[config.mk]
export PLATFORM = sky130hd
export DESIGN_NAME = rrc_resolver
export DESIGN_NICKNAME = d
export VERILOG_FILES = /design/src/rtl/rrc_pkg.sv /design/src/rtl/rrc_lfsr.sv /design/src/rtl/rrc_timer.sv /design/src/rtl/rrc_fsm.sv /design/src/rtl/rrc_resolver.sv
export SDC_FILE = /design/constraint.sdc
export NUM_CORES = 1
export LEC_CHECK = 0
export ABC_AREA = 0
export BUFFER_PORTS_ARGS = -buffer_cell sky130_fd_sc_hd__buf_2
export CAP_MARGIN = 30
export CORE_UTILIZATION = 35
export CTS_CLUSTER_DIAMETER = 40
export DETAILED_ROUTE_END_ITERATION = 8
export PLACE_DENSITY = 0.5
export REMOVE_ABC_BUFFERS = 1
export SLEW_MARGIN = 0
export SYNTH_ARGS = -nofsm -noshare
export SYNTH_HDL_FRONTEND = slang
export SYNTH_SLANG_ARGS = --single-unit
[constraint.sdc]
create_clock -name clk -period 4.8 [get_ports clk]
set_clock_uncertainty 0.05 [all_clocks]
set_input_delay 0.24 -clock clk [delete_from_list [all_inputs] [get_ports clk]]
set_output_delay 0.24 -clock clk [all_outputs]
set_load 0.01 [all_outputs]
[src/rtl/rrc_pkg.sv]
package rrc_pkg;

    typedef enum logic [1:0] {
        SYM_NONE = 2'd0,
        SYM_IDLE = 2'd1,
        SYM_REQ  = 2'd2,
        SYM_ACK  = 2'd3
    } sym_t;

    typedef enum logic [3:0] {
        ST_CONTEND   = 4'd0,
        ST_RXIDLE    = 4'd1,
        ST_REQ_FAST  = 4'd2,
        ST_REQ_SLOW  = 4'd3,
        ST_IDLE_FAST = 4'd4,
        ST_IDLE_SLOW = 4'd5,
        ST_SENT_REQ  = 4'd6,
        ST_ROOT      = 4'd7,
        ST_CHILD     = 4'd8
    } st_t;

endpackage

[src/rtl/rrc_lfsr.sv]
module rrc_lfsr #(
    parameter int          W    = 16,
    parameter logic [W-1:0] TAPS = 16'h002D,
    parameter logic [W-1:0] SEED = 16'hACE1
) (
    input  logic clk,
    input  logic rst_n,
    output logic coin
);
    logic [W-1:0] q;
    logic         fb;

    // Feedback is the parity of the tapped bits.
    always_comb fb = ^(q & TAPS);

    always_ff @(posedge clk) begin
        if (!rst_n) q <= SEED;
        else        q <= {fb, q[W-1:1]};
    end

    always_comb coin = q[0];
endmodule

[src/rtl/rrc_timer.sv]
module rrc_timer #(
    parameter int FAST_MAX = 85,
    parameter int SLOW_MAX = 167,
    parameter int SAT      = 168,
    localparam int CW      = $clog2(SAT + 1)
) (
    input  logic          clk,
    input  logic          rst_n,
    input  logic          clr,
    input  logic          run,
    input  logic          slow,
    input  logic          tick,
    output logic [CW-1:0] cnt
);
    logic [CW-1:0] lim;
    logic          inc;

    always_comb begin
        lim = slow ? CW'(SLOW_MAX) : CW'(FAST_MAX);
        inc = run && tick && (cnt < lim) && (cnt < CW'(SAT));
    end

    always_ff @(posedge clk) begin
        if (!rst_n)   cnt <= '0;
        else if (clr) cnt <= '0;
        else if (inc) cnt <= cnt + CW'(1);
    end
endmodule

[src/rtl/rrc_fsm.sv]
module rrc_fsm
    import rrc_pkg::*;
#(
    parameter int FAST_MIN = 76,
    parameter int SLOW_MIN = 159,
    parameter int CW       = 8
) (
    input  logic          clk,
    input  logic          rst_n,
    input  sym_t          rx,
    input  logic          coin,
    input  logic [CW-1:0] cnt,
    output st_t           st,
    output logic          clr,
    output logic          run,
    output logic          slow,
    output sym_t          tx,
    output logic          is_root,
    output logic          is_child
);
    st_t  st_nx;
    logic fast_done;
    logic slow_done;

    always_comb begin
        fast_done = (cnt >= CW'(FAST_MIN));
        slow_done = (cnt >= CW'(SLOW_MIN));
    end

    // State register
    always_ff @(posedge clk) begin
        if (!rst_n) st <= ST_CONTEND;
        else        st <= st_nx;
    end

    // Next state and timer clear
    always_comb begin
        st_nx = st;
        clr   = 1'b0;
        unique case (st)
            ST_CONTEND: begin
                if (rx == SYM_IDLE) st_nx = ST_RXIDLE;
                else begin
                    clr   = 1'b1;
                    st_nx = coin ? ST_REQ_SLOW : ST_REQ_FAST;
                end
            end
            ST_RXIDLE: begin
                if (rx == SYM_REQ) st_nx = ST_CONTEND;
                else begin
                    clr   = 1'b1;
                    st_nx = coin ? ST_IDLE_SLOW : ST_IDLE_FAST;
                end
            end
            ST_REQ_FAST: begin
                if (rx == SYM_IDLE) st_nx = ST_IDLE_FAST;
                else if (fast_done) st_nx = ST_ROOT;
            end
            ST_REQ_SLOW: begin
                if (rx == SYM_IDLE) st_nx = ST_IDLE_SLOW;
                else if (slow_done) st_nx = ST_ROOT;
            end
            ST_IDLE_FAST: begin
                if (rx == SYM_REQ)  st_nx = ST_REQ_FAST;
                else if (fast_done) st_nx = ST_SENT_REQ;
            end
            ST_IDLE_SLOW: begin
                if (rx == SYM_REQ)  st_nx = ST_REQ_SLOW;
                else if (slow_done) st_nx = ST_SENT_REQ;
            end
            ST_SENT_REQ: begin
                if (rx == SYM_ACK)      st_nx = ST_CHILD;
                else if (rx == SYM_REQ) st_nx = ST_CONTEND;
            end
            ST_ROOT:  st_nx = ST_ROOT;
            ST_CHILD: st_nx = ST_CHILD;
            default:  st_nx = ST_CONTEND;
        endcase
    end

    // Outputs
    always_comb begin
        run      = 1'b0;
        slow     = 1'b0;
        tx       = SYM_IDLE;
        is_root  = 1'b0;
        is_child = 1'b0;
        unique case (st)
            ST_CONTEND, ST_RXIDLE: tx = SYM_IDLE;
            ST_REQ_FAST, ST_IDLE_FAST: begin
                run = 1'b1;
                tx  = SYM_IDLE;
            end
            ST_REQ_SLOW, ST_IDLE_SLOW: begin
                run  = 1'b1;
                slow = 1'b1;
                tx   = SYM_IDLE;
            end
            ST_SENT_REQ: tx = SYM_REQ;
            ST_ROOT: begin
                tx      = SYM_ACK;
                is_root = 1'b1;
            end
            ST_CHILD: begin
                tx       = SYM_NONE;
                is_child = 1'b1;
            end
            default: tx = SYM_IDLE;
        endcase
    end
endmodule

[src/rtl/rrc_resolver.sv]
module rrc_resolver
    import rrc_pkg::*;
#(
    parameter int          FAST_MIN = 76,
    parameter int          FAST_MAX = 85,
    parameter int          SLOW_MIN = 159,
    parameter int          SLOW_MAX = 167,
    parameter int          TMR_SAT  = 168,
    parameter int          LFSR_W   = 16,
    parameter logic [LFSR_W-1:0] LFSR_TAPS = 16'h002D,
    parameter logic [LFSR_W-1:0] SEED      = 16'hACE1,
    localparam int         CW       = $clog2(TMR_SAT + 1)
) (
    input  logic       clk,
    input  logic       rst_n,
    input  logic       tick,
    input  logic [1:0] rx_sym,
    output logic [1:0] tx_sym,
    output logic       is_root,
    output logic       is_child
);
    sym_t          rx_s;
    sym_t          tx_s;
    st_t           st;
    logic          coin;
    logic          clr;
    logic          run;
    logic          slow;
    logic [CW-1:0] tmr_cnt;

    always_comb rx_s   = sym_t'(rx_sym);
    always_comb tx_sym = tx_s;

    rrc_lfsr #(
        .W    (LFSR_W),
        .TAPS (LFSR_TAPS),
        .SEED (SEED)
    ) u_lfsr (
        .clk   (clk),
        .rst_n (rst_n),
        .coin  (coin)
    );

    rrc_timer #(
        .FAST_MAX (FAST_MAX),
        .SLOW_MAX (SLOW_MAX),
        .SAT      (TMR_SAT)
    ) u_timer (
        .clk   (clk),
        .rst_n (rst_n),
        .clr   (clr),
        .run   (run),
        .slow  (slow),
        .tick  (tick),
        .cnt   (tmr_cnt)
    );

    rrc_fsm #(
        .FAST_MIN (FAST_MIN),
        .SLOW_MIN (SLOW_MIN),
        .CW       (CW)
    ) u_fsm (
        .clk      (clk),
        .rst_n    (rst_n),
        .rx       (rx_s),
        .coin     (coin),
        .cnt      (tmr_cnt),
        .st       (st),
        .clr      (clr),
        .run      (run),
        .slow     (slow),
        .tx       (tx_s),
        .is_root  (is_root),
        .is_child (is_child)
    );
endmodule

* Word level (Yosys, flattened, before mapping) *
Cells that the tools add are included.

cells by class
  add/subtract/negate cells = 1
  $mul = 0
  div/mod/pow operators = 0
  magnitude comparators = 4
  equal/unequal tests = 16
  shifts and indexed selects = 0
  muxes and demuxes = 24
  bitwise operators = 1
  reduce and logical (&&, ||, !) cells = 9

operators by type and width
  cell                   number
  $mux W4                12
  $pmux W4 S9            1
  $eq A4 B3 Y1 const B   4
  $reduce_xor A16 Y1     1
  $ne A3 B1 Y1 const B   5
  $add A8 B1 Y8 const B  1
  $eq A4 B2 Y1 const B   2
  $ge A8 B7 Y1 const B   1
  $ge A8 B8 Y1 const B   1
  $lt A8 B8 Y1           1
  $lt A8 B8 Y1 const B   1
  $mux W1                8
  $mux W8                1
  $pmux W2 S3            1
  $reduce_and A5 Y1      1
  $eq A2 B2 Y1 const B   2
  $eq A4 B1 Y1 const B   1
  $eq A4 B4 Y1 const B   1
  $logic_not A4 Y1       1
  $reduce_or A2 Y1       2
  $reduce_or A4 Y1       1
  $logic_and A1 B1 Y1    3
  $eq A2 B1 Y1 const B   1
  $pmux W1 S2            1
  $not A1 Y1             1

storage, ports and cells
  register bits after elaboration = 28
  latch bits = 0
  memory bits (writable) = 0
  ROM bits = 0
  output and inout bits = 4
  word-level logic and storage cells = 58
  memories kept = 0

* Longest topological paths before layout *
Gate-level depths: netlist (run 1).

  depth after elaboration = 7
  mapped depth = 9
  depth with buffers taken out = 9

* By module *
From an unflattened synthesis (run 1), not the netlist that was laid out.

unflattened totals
  cell total of the unflattened synthesis = 152
  area, all modules = 1358.8 sq um

modules (own cells, without submodules)
  module     times used  cells each  area each (sq um)
  rrc_timer  1           59          515.5
  rrc_lfsr   1           36          452.9
  rrc_fsm    1           57          390.4

* Worst setup path before layout (run 1) *
No wires, ideal clock.

  kind = reg2reg
  start point = reg u_fsm.st[0]
  end point = reg u_timer.cnt[5]
  arrival = 1907 ps
  path slack = 2728 ps
  cell stages (with the launch flop) = 10
  path buffers = 1
  cells stage by stage = dfxtp_1 -> clkbuf_1 -> nor3b_2 -> ha_1 -> o211a_1 -> nor3_1 -> o21ai_1 -> a21oi_2 -> a211oi_1 -> a31o_1

between the ends
  cells in the longest elaborated chain, start to end = 7
  elaborated cells between the ends (all ways) = 17
  classes of those cells = 1 x order compare; 5 x eq/ne; 4 x mux; 7 x reduce/logical

RTL lines
  element                                       line             source
  from (decl)                                   rrc_fsm.sv:13    output st_t st,
  from (signal assigned)                        rrc_fsm.sv:33    else st <= st_nx;
  $eq A4 B2 Y1 or $eq A4 B3 Y1 (tied branches)  rrc_fsm.sv:88    unique case (st)
  $reduce_or A2 Y1                              rrc_fsm.sv:88
  $mux W1                                       rrc_fsm.sv:88
  $mux W8                                       rrc_timer.sv:19  lim = slow ? CW'(SLOW_MAX) : CW'(FAST_MAX);
  $lt A8 B8 Y1                                  rrc_timer.sv:20  inc = run && tick && (cnt < lim) && (cnt < CW'(SAT));
  $logic_and A1 B1 Y1 (2 in series)             rrc_timer.sv:20
  to (signal assigned)                          rrc_timer.sv:26  else if (inc) cnt <= cnt + CW'(1);
  to (decl)                                     rrc_timer.sv:13  output logic [CW-1:0] cnt

Several ways; a longest one is shown, not always the timed one.
A chain may end at the register's enable or synchronous reset.

* Worst setup path in the final report (run 1) *
  start point = reg u_fsm.st[2]
  end point = reg u_timer.cnt[6]

Same word-level chain as after synthesis.

==> impl_metrics.json, run 1 <==
{
  "hold_class": "in2reg",
  "crit_required_ps": 4930,
  "syn_area_um2": 1390,
  "clock_latency_ps": 270,
  "layout_min_cycle_time_ps": 2520,
  "die_w_um": 65.1,
  "final_antenna_net_count": 0,
  "drt-total-wl_um": 2560,
  "synth_warnings": 0,
  "clkSinkCount": 28,
  "startpoint": "u_fsm.st[2]$_SDFFE_PN0P_",
  "gp_congestion": 0.883,
  "period_share_pct": 52.4,
  "clk_pin_slew_ps": 90,
  "antenna_found_initial": 0,
  "num_rows": 22,
  "core_um2": 3740,
  "ys_top_cells_by_area": "dfxtp_1, nor2_1, and2_1",
  "cts_hold_repair.buffers": 0,
  "whs_endpoint": "u_fsm.st[3]$_SDFFE_PN0P_",
  "cts_buffers": 3,
  "die_area_um2": 4240,
  "cts-resized-gates": 0,
  "nets": 172,
  "diodes": 0,
  "cts_root_buf": "clkbuf_8",
  "p_per_area_nw_per_um2": 460,
  "cts_setup_buffers": 0,
  "utilization_pct": 40.7,
  "placement.io_buffers": 8,
  "cts_max_level": 1,
  "postSynthCellCount": 160,
  "drtPass1Iterations": 5,
  "hpwlAfterDp_um": 1850,
  "path_class": "reg2reg",
  "hp-start": "rx_sym[0]",
  "syn_avg_cell_area_um2": 8.71,
  "cts_buffer_depth": 2,
  "initial_core_util_pct": 37.2,
  "regToRegStartpoint": "u_fsm.st[2]$_SDFFE_PN0P_",
  "vias": 1085,
  "area_growth_pct": 9.43,
  "ys_types": 40,
  "grt.overflow.total": 0,
  "rsz0062_at_grt": "false",
  "track_usage_pct": 13.6,
  "slew_headroom_pct": 36.6,
  "fmax_ghz": 0.397,
  "synthArstFlopShare_pct": 0,
  "synth_top_area_share_pct": 40.2,
  "synth_seq_cells": 28,
  "r2r-end": "u_timer.cnt[6]$_SDFFE_PP0P_",
  "synth_top_cell_by_area": "dfxtp_1",
  "arrival_ps": 2650,
  "post_drt_wl_per_cell_um": 12.2,
  "ir_worst_vdd_uv": 176,
  "grt_pass1_vias": 1013,
  "timing.final.hold_violations": 0,
  "finalSetupViolations": 0,
  "yosysSeqAreaShare_pct": 40.2,
  "drcViolationCount": 0,
  "die_y_um": 65.1,
  "reg2reg_slack_ps": 2280,
  "drtIter0Drc": 93,
  "drive_gt1_share_pct": 12.3,
  "grt_pass1_wl_um": 4570,
  "p_leak_nw": 0.580,
  "yosysMostFrequentCell": "dfxtp_1",
  "setup.worst_path.end_class": "flop",
  "cp_max_fo": 13,
  "status": "finished, final reports clean",
  "synth_ff_type": "dfxtp_1",
  "slew_violations": 0,
  "worst_pin_slew_ps": 941,
  "start_kind": "flop",
  "final_cells": 211,
  "dp.cells": 207,
  "fin_tns_setup_ps": 0,
  "io_pins": 9,
  "synth_commonest_cells": "dfxtp_1, nor2_1, and2_1",
  "synth-edff-count": 0,
  "maxCapViolCount": 0,
  "cts_tree": "built",
  "reg2regPathDepth": 9,
  "whs_path_depth": 3,
  "vias_per_cell": 5.14,
  "grt_max_degree": 22
}
[registers in the layout (all words and copies together), names as in the netlist]
signal,cells
u_lfsr.q,16
u_timer.cnt,8
u_fsm.st,4
[per-layer routing]
metal,vias up,routed length (µm),GRT usage (%)
li1,563,-,-
met1,506,1340,19.4
met2,13,1140,21.6
met3,3,58,2.08
met4,0,21,3.26
met5,-,0,0
[metrics by stage]
step / hold slack (ps) / area, µm² / power (W) / setup WS (ps)
after CTS: 215 / 1530 / 0.000708 / 2290
after detailed placement: 346 / 1450 / 0.000523 / 2300
final: 223 / 1530 / 0.000701 / 2280
after global routing: 262 / 1530 / 0.000750 / 1980
after floorplan: 252 / 1350 / 0.000473 / 2560
after global placement: 343 / 1450 / 0.000520 / 2390
[worst max-delay path by stage]
stage                                              to  slack [ps]  cells past startpoint
after floorplan           u_timer.cnt[5]$_SDFFE_PP0P_        2560                      9
final                     u_timer.cnt[6]$_SDFFE_PP0P_        2280                      9
after global routing      u_timer.cnt[6]$_SDFFE_PP0P_        1980                      9
after global placement    u_timer.cnt[5]$_SDFFE_PP0P_        2390                      9
after CTS                 u_timer.cnt[6]$_SDFFE_PP0P_        2290                      9
after detailed placement  u_timer.cnt[6]$_SDFFE_PP0P_        2300                      9
[cells in the final DEF (no fill, tap or decap), types with 4 or more instances in the layout]
cell / netlist / final
and2_1: 10 / 10
nand2b_1: 9 / 9
nor3_1: 5 / 5
a211oi_1: 4 / 4
dfxtp_1: 28 / 28
nor2_1: 19 / 19
nor2b_1: 5 / 5
buf_2: 5 / 8
xnor2_1: 5 / 5
inv_1: 6 / 6
nand2_1: 6 / 6
nand3_1: 5 / 5
a21oi_1: 9 / 9
[kinds of logic (layout without fill, tap and decap cells)]
family,Yosys count,count (layout),synth area share [%]
compound gates,37,37,19.4
xor+xnor,8,8,5.57
fa+ha+maj,3,3,2.69
buf+inv,15,18,4.49
flops,28,28,40.2
mux,1,1,0.718
simple gates,68,68,26.9
[critical path, cell delays in order (launching register included)]
cell and delay (ps):
dfxtp_1 610, xnor2_2 170, nor3b_2 250, ha_1 280
o211a_1 110, nor3_1 120, o21ai_1 160, a21oi_1 300
a211oi_1 130, a31o_1 230
[power by group]
part | internal [W] | switching (W)
combinational | 0.0000989 | 0.000108
sequential | 0.000257 | 0.0000531
clock | 0.000112 | 0.0000725
total | 0.000467 | 0.000234
[area by class of cell]
class,instances,area [µm²]
clock inverters,1,30.0
well taps,48,60.1
clock buffers,3,41.3
flip-flops and latches,28,561
multi-input cells,117,771
repair buffers,8,40.0
fillers,398,2220
inverters,6,22.5
Note: power is estimated with default switching activity, not from simulation.
==> inputs of run 2 (changes only) <==
clock period = 2.4 ns   (was 4.8 ns; I/O delays follow)
==> impl_metrics.json, run 2 (synthesized netlist as in run 1, its figures left out) <==
{
  "whs_path_depth": 3,
  "fin_tns_setup_ps": 0,
  "drt-total-wl_um": 2730,
  "cts_buffers": 3,
  "cts_root_buf": "clkbuf_8",
  "grt_pass1_wl_um": 4710,
  "arrival_ps": 2370,
  "reg2reg_slack_ps": 160,
  "core_um2": 3740,
  "whs_endpoint": "u_fsm.st[3]$_SDFFE_PN0P_",
  "p_leak_nw": 0.604,
  "num_rows": 22,
  "clock_latency_ps": 270,
  "final_common_cell": "dfxtp_1",
  "cp_max_fo": 4,
  "gp_congestion": 0.900,
  "critPathBufInv": 0,
  "rsz0062_at_grt": "true",
  "cts_tree": "built",
  "nets": 178,
  "regMostFlops": "u_lfsr.q",
  "die_w_um": 65.1,
  "io_pins": 9,
  "reg2regPathDepth": 9,
  "antenna_found_initial": 0,
  "slowest_stage": "dfxtp_1",
  "cts_hold_repair.buffers": 0,
  "final_cell_mix": "dfxtp_1, nor2_1, and2_1",
  "final_cells": 217,
  "start_kind": "flop",
  "cp.depth": 9,
  "final_antenna_net_count": 0,
  "p_per_area_nw_per_um2": 888,
  "path_delay_family": "compound AO/OA/AOI/OAI gates",
  "setup.worst_path.end_class": "flop",
  "slew_violations": 0,
  "vias": 1141,
  "die_area_um2": 4240,
  "cts_max_level": 1,
  "fmax_ghz": 0.446,
  "r2r-end": "u_timer.cnt[6]$_SDFFE_PP0P_",
  "vias_per_cell": 5.26,
  "crit_required_ps": 2520,
  "initial_core_util_pct": 37.2,
  "whs_ps": 122,
  "regToRegStartpoint": "u_fsm.st[1]$_SDFFE_PN0P_",
  "grt_max_degree": 22,
  "timing.final.hold_violations": 0,
  "drtPass1Iterations": 4,
  "ir_worst_vdd_uv": 303,
  "diodes": 0,
  "drtIter0Drc": 109,
  "finalSetupViolations": 0,
  "layout_min_cycle_time_ps": 2240,
  "slew_headroom_pct": 72.6,
  "area_growth_pct": 11.5,
  "cts_setup_buffers": 0,
  "post_drt_wl_per_cell_um": 12.6,
  "dp.cells": 213,
  "path_class": "reg2reg",
  "placement.io_buffers": 8,
  "cp_slowest_stage_delay_ps": 350,
  "grt.overflow.total": 0,
  "clkSinkCount": 28,
  "track_usage_pct": 14.3,
  "hold_class": "in2reg",
  "maxCapViolCount": 0,
  "top_regs": "u_lfsr.q: 16 flops, u_timer.cnt: 8 flops, u_fsm.st: 4 flops",
  "cts_buffer_depth": 2,
  "cts-resized-gates": 0,
  "largest_reg_flops": 16,
  "status": "finished, final reports clean",
  "crit_chain": "xnor2_2 > nor3b_2 > ha_1 > o211a_1 > nor3_1 > o21ai_1 > a21oi_1 > a211oi_1 > a31o_1",
  "utilization_pct": 41.5,
  "power.total_w": 0.00138,
  "drcViolationCount": 0,
  "hpwlAfterDp_um": 1930,
  "die_y_um": 65.1,
  "period_share_pct": 93.5,
  "clk_pin_slew_ps": 90,
  "drive_gt1_share_pct": 15.4,
  "grt_pass1_vias": 1029,
  "worst_pin_slew_ps": 407,
  "hp-start": "rx_sym[0]"
}
## run 2: where the power goes
part           switching, W  total (W)  internal, W  leakage (nW)
clock              0.000141   0.000288     0.000147        0.0288
sequential        0.0000358   0.000549     0.000513         0.231
combinational      0.000307   0.000544     0.000237         0.344
total              0.000483    0.00138     0.000897         0.604
## run 2: layout make-up
cell class	instances	area [µm²]
Timing Repair Buffer	14	85.1
Inverter	6	22.5
Fill cell	406	2190
Sequential cell	28	561
Tap cell	48	60.1
Multi-Input combinational cell	117	771
Clock buffer	4	55.1
## run 2: per-stage QoR
stage,worst slack (ps),area (µm²)
2_1_floorplan,162,1350
3_3_place_gp,287,1500
3_5_place_dp,192,1500
4_1_cts,182,1550
5_1_grt,-12.4,1550
6_report,157,1550
## run 2: metal layers
layer | track usage [%] | share of wire, % | up-vias
li1 | - | - | 576
met1 | 20.3 | 50 | 532
met2 | 21.6 | 43 | 28
met3 | 2.26 | 4.9 | 5
met4 | 5.43 | 1.6 | 0
met5 | 0 | 0 | -
## run 2: worst max path at each step
stage                             start                     endpoint  slack, ps
2_1_floorplan  u_fsm.st[2]$_SDFFE_PN0P_  u_timer.cnt[5]$_SDFFE_PP0P_        160
3_5_place_dp   u_fsm.st[1]$_SDFFE_PN0P_  u_timer.cnt[6]$_SDFFE_PP0P_        190
4_1_cts        u_fsm.st[1]$_SDFFE_PN0P_  u_timer.cnt[6]$_SDFFE_PP0P_        180
5_1_grt        u_fsm.st[1]$_SDFFE_PN0P_  u_timer.cnt[5]$_SDFFE_PP0P_        -10
3_3_place_gp   u_fsm.st[1]$_SDFFE_PN0P_  u_timer.cnt[5]$_SDFFE_PP0P_        290
6_report       u_fsm.st[1]$_SDFFE_PN0P_  u_timer.cnt[6]$_SDFFE_PP0P_        160
## run 2: tightest hold or removal path: stages
cell	delay [ps]
buf_2	120
a31oi_1	90
nor2_1	80
==> inputs of run 3 (changes only) <==
CORE_UTILIZATION = 58   (was 35)
PLACE_DENSITY = 0.76   (was 0.5)
==> impl_metrics.json, run 3 (synthesized netlist as in run 1, its figures left out) <==
{
  "final_cell_mix": "dfxtp_1, nor2_1, and2_1",
  "met1_usage_pct": 29.5,
  "diodes": 0,
  "grt_busiest_layer": "met2",
  "reg2reg_slack_ps": 220,
  "antenna_found_initial": 0,
  "arrival_ps": 2360,
  "start_kind": "flop",
  "hp-start": "rx_sym[0]",
  "p_sw_share_pct": 33.4,
  "cts_buffer_depth": 2,
  "final_common_cell": "dfxtp_1",
  "gp_congestion": 0.881,
  "core_um2": 2230,
  "clock_latency_ps": 320,
  "post_drt_wl_per_cell_um": 12.3,
  "multi_input_area_um2": 771,
  "nets": 177,
  "crit_required_ps": 2590,
  "drt-total-wl_um": 2400,
  "cts_root_buf": "clkbuf_4",
  "slew_headroom_pct": 70.9,
  "vias": 1132,
  "placement.io_buffers": 8,
  "cp_max_fo": 5,
  "drtPass1Iterations": 4,
  "whs_path_depth": 3,
  "rsz0062_at_grt": "false",
  "layout_min_cycle_time_ps": 2180,
  "pwr-share-seq_pct": 39.9,
  "top_regs": "u_lfsr.q: 16 flops, u_timer.cnt: 8 flops, u_fsm.st: 4 flops",
  "die_w_um": 51.0,
  "p_per_area_nw_per_um2": 908,
  "critPathBufInv": 0,
  "cts-resized-gates": 0,
  "clkSinkCount": 28,
  "final_antenna_net_count": 0,
  "final_cells": 196,
  "ir_worst_vdd_uv": 680,
  "drcViolationCount": 0,
  "grt_pass1_wl_um": 4150,
  "track_usage_pct": 20.9,
  "area_growth_pct": 8.98,
  "power.switching_w": 0.000461,
  "fin_tns_setup_ps": 0,
  "die_area_um2": 2600,
  "drtIter0Drc": 49,
  "setup.worst_path.end_class": "flop",
  "hold_class": "in2reg",
  "met3_usage_pct": 4.17,
  "reg2regPathDepth": 9,
  "dp.cells": 192,
  "fillers": 182,
  "die_y_um": 51.0,
  "cts_setup_buffers": 0,
  "io_pins": 9,
  "num_rows": 17,
  "grt_pass1_vias": 966,
  "grt.overflow.total": 0,
  "cts_max_level": 1,
  "slowest_stage": "dfxtp_1",
  "regMostFlops": "u_lfsr.q",
  "path_class": "reg2reg",
  "crit_chain": "xnor2_2 > nor3b_2 > ha_1 > o211a_1 > nor3_1 > o21ai_1 > a21oi_2 > a211oi_1 > a31o_1",
  "timing.final.hold_violations": 0,
  "largest_reg_flops": 16,
  "power_frac_comb_pct": 38.2,
  "cts_buffers": 3,
  "clock_power_share_pct": 21.9,
  "cts_hold_repair.buffers": 0,
  "slew_violations": 0,
  "status": "finished, final reports clean",
  "path_delay_family": "compound AO/OA/AOI/OAI gates",
  "finalSetupViolations": 0,
  "maxCapViolCount": 0,
  "p_leak_nw": 0.597,
  "met2_usage_pct": 31.8,
  "fmax_ghz": 0.459,
  "drive_gt1_share_pct": 14.9,
  "r2r-end": "u_timer.cnt[5]$_SDFFE_PP0P_",
  "vias_per_cell": 5.78,
  "p_int_w": 0.000918,
  "clk_pin_slew_ps": 140,
  "period_share_pct": 90.7,
  "cp_slowest_stage_delay_ps": 360,
  "worst_pin_slew_ps": 432,
  "final-seq-area_um2": 561,
  "cts_tree": "built",
  "initial_core_util_pct": 62.4,
  "regToRegStartpoint": "u_fsm.st[1]$_SDFFE_PN0P_",
  "grt_max_degree": 22,
  "hpwlAfterDp_um": 1730,
  "whs_endpoint": "u_fsm.st[3]$_SDFFE_PN0P_"
}
-- run 3: cell count changes in the layout (fill, tap and decap cells not counted) --
cell	delta
clkbuf_4	+3
buf_4	-1
bufinv_16	+1
clkbuf_8	-4
-- run 3: area by class of cell --
| class | instances | area share [%] |
|---|---|---|
| clock inverters | 1 | 1.98 |
| flip-flops and latches | 28 | 36.9 |
| multi-input cells | 117 | 50.7 |
| clock buffers | 3 | 1.48 |
| repair buffers | 13 | 5.11 |
| well taps | 28 | 2.31 |
| inverters | 6 | 1.48 |
-- run 3: tightest hold or removal path: stages --
cell,delay [ps]
buf_2,110
a31oi_1,90
nor2_1,80
-- run 3: worst max-delay path by stage --
| stage | from | endpoint | slack, ps | cells after the start |
|---|---|---|---|---|
| 2_1_floorplan | u_fsm.st[2]$_SDFFE_PN0P_ | u_timer.cnt[5]$_SDFFE_PP0P_ | 160 | 9 |
| 3_3_place_gp | u_fsm.st[1]$_SDFFE_PN0P_ | u_timer.cnt[5]$_SDFFE_PP0P_ | 300 | 9 |
| 3_5_place_dp | u_fsm.st[1]$_SDFFE_PN0P_ | u_timer.cnt[5]$_SDFFE_PP0P_ | 240 | 9 |
| 4_1_cts | u_fsm.st[1]$_SDFFE_PN0P_ | u_timer.cnt[5]$_SDFFE_PP0P_ | 220 | 9 |
| 5_1_grt | u_fsm.st[1]$_SDFFE_PN0P_ | u_timer.cnt[6]$_SDFFE_PP0P_ | 60 | 9 |
| 6_report | u_fsm.st[1]$_SDFFE_PN0P_ | u_timer.cnt[5]$_SDFFE_PP0P_ | 220 | 9 |
-- run 3: power by group through the flow --
stage | combinational, W | sequential [W] | clock, W
after CTS | 0.000523 | 0.000551 | 0.000310
after global routing | 0.000584 | 0.000556 | 0.000323
after global placement | 0.000510 | 0.000560 | 0
after floorplan | 0.000340 | 0.000606 | 0
final | 0.000527 | 0.000550 | 0.000302
after detailed placement | 0.000522 | 0.000561 | 0
-- run 3: per-stage QoR --
step                      instance area [µm²]  hold slack [ps]  worst slack [ps]  util [%]  total power, W
after CTS                                1520             40.5               218      68.0         0.00138
after detailed placement                 1470              343               240      65.7         0.00108
after global placement                   1470              339               303      65.7         0.00107
after global routing                     1520             64.7              60.3      68.0         0.00146
final                                    1520             49.6               223      68.0         0.00138
after floorplan                          1350              132               162         -        0.000946
-- run 3: metal layers --
layer	share of wire (%)	up-vias
met1	49	518
met2	45	35
li1	-	575
met3	4.9	4
met5	0	-
met4	0.96	0
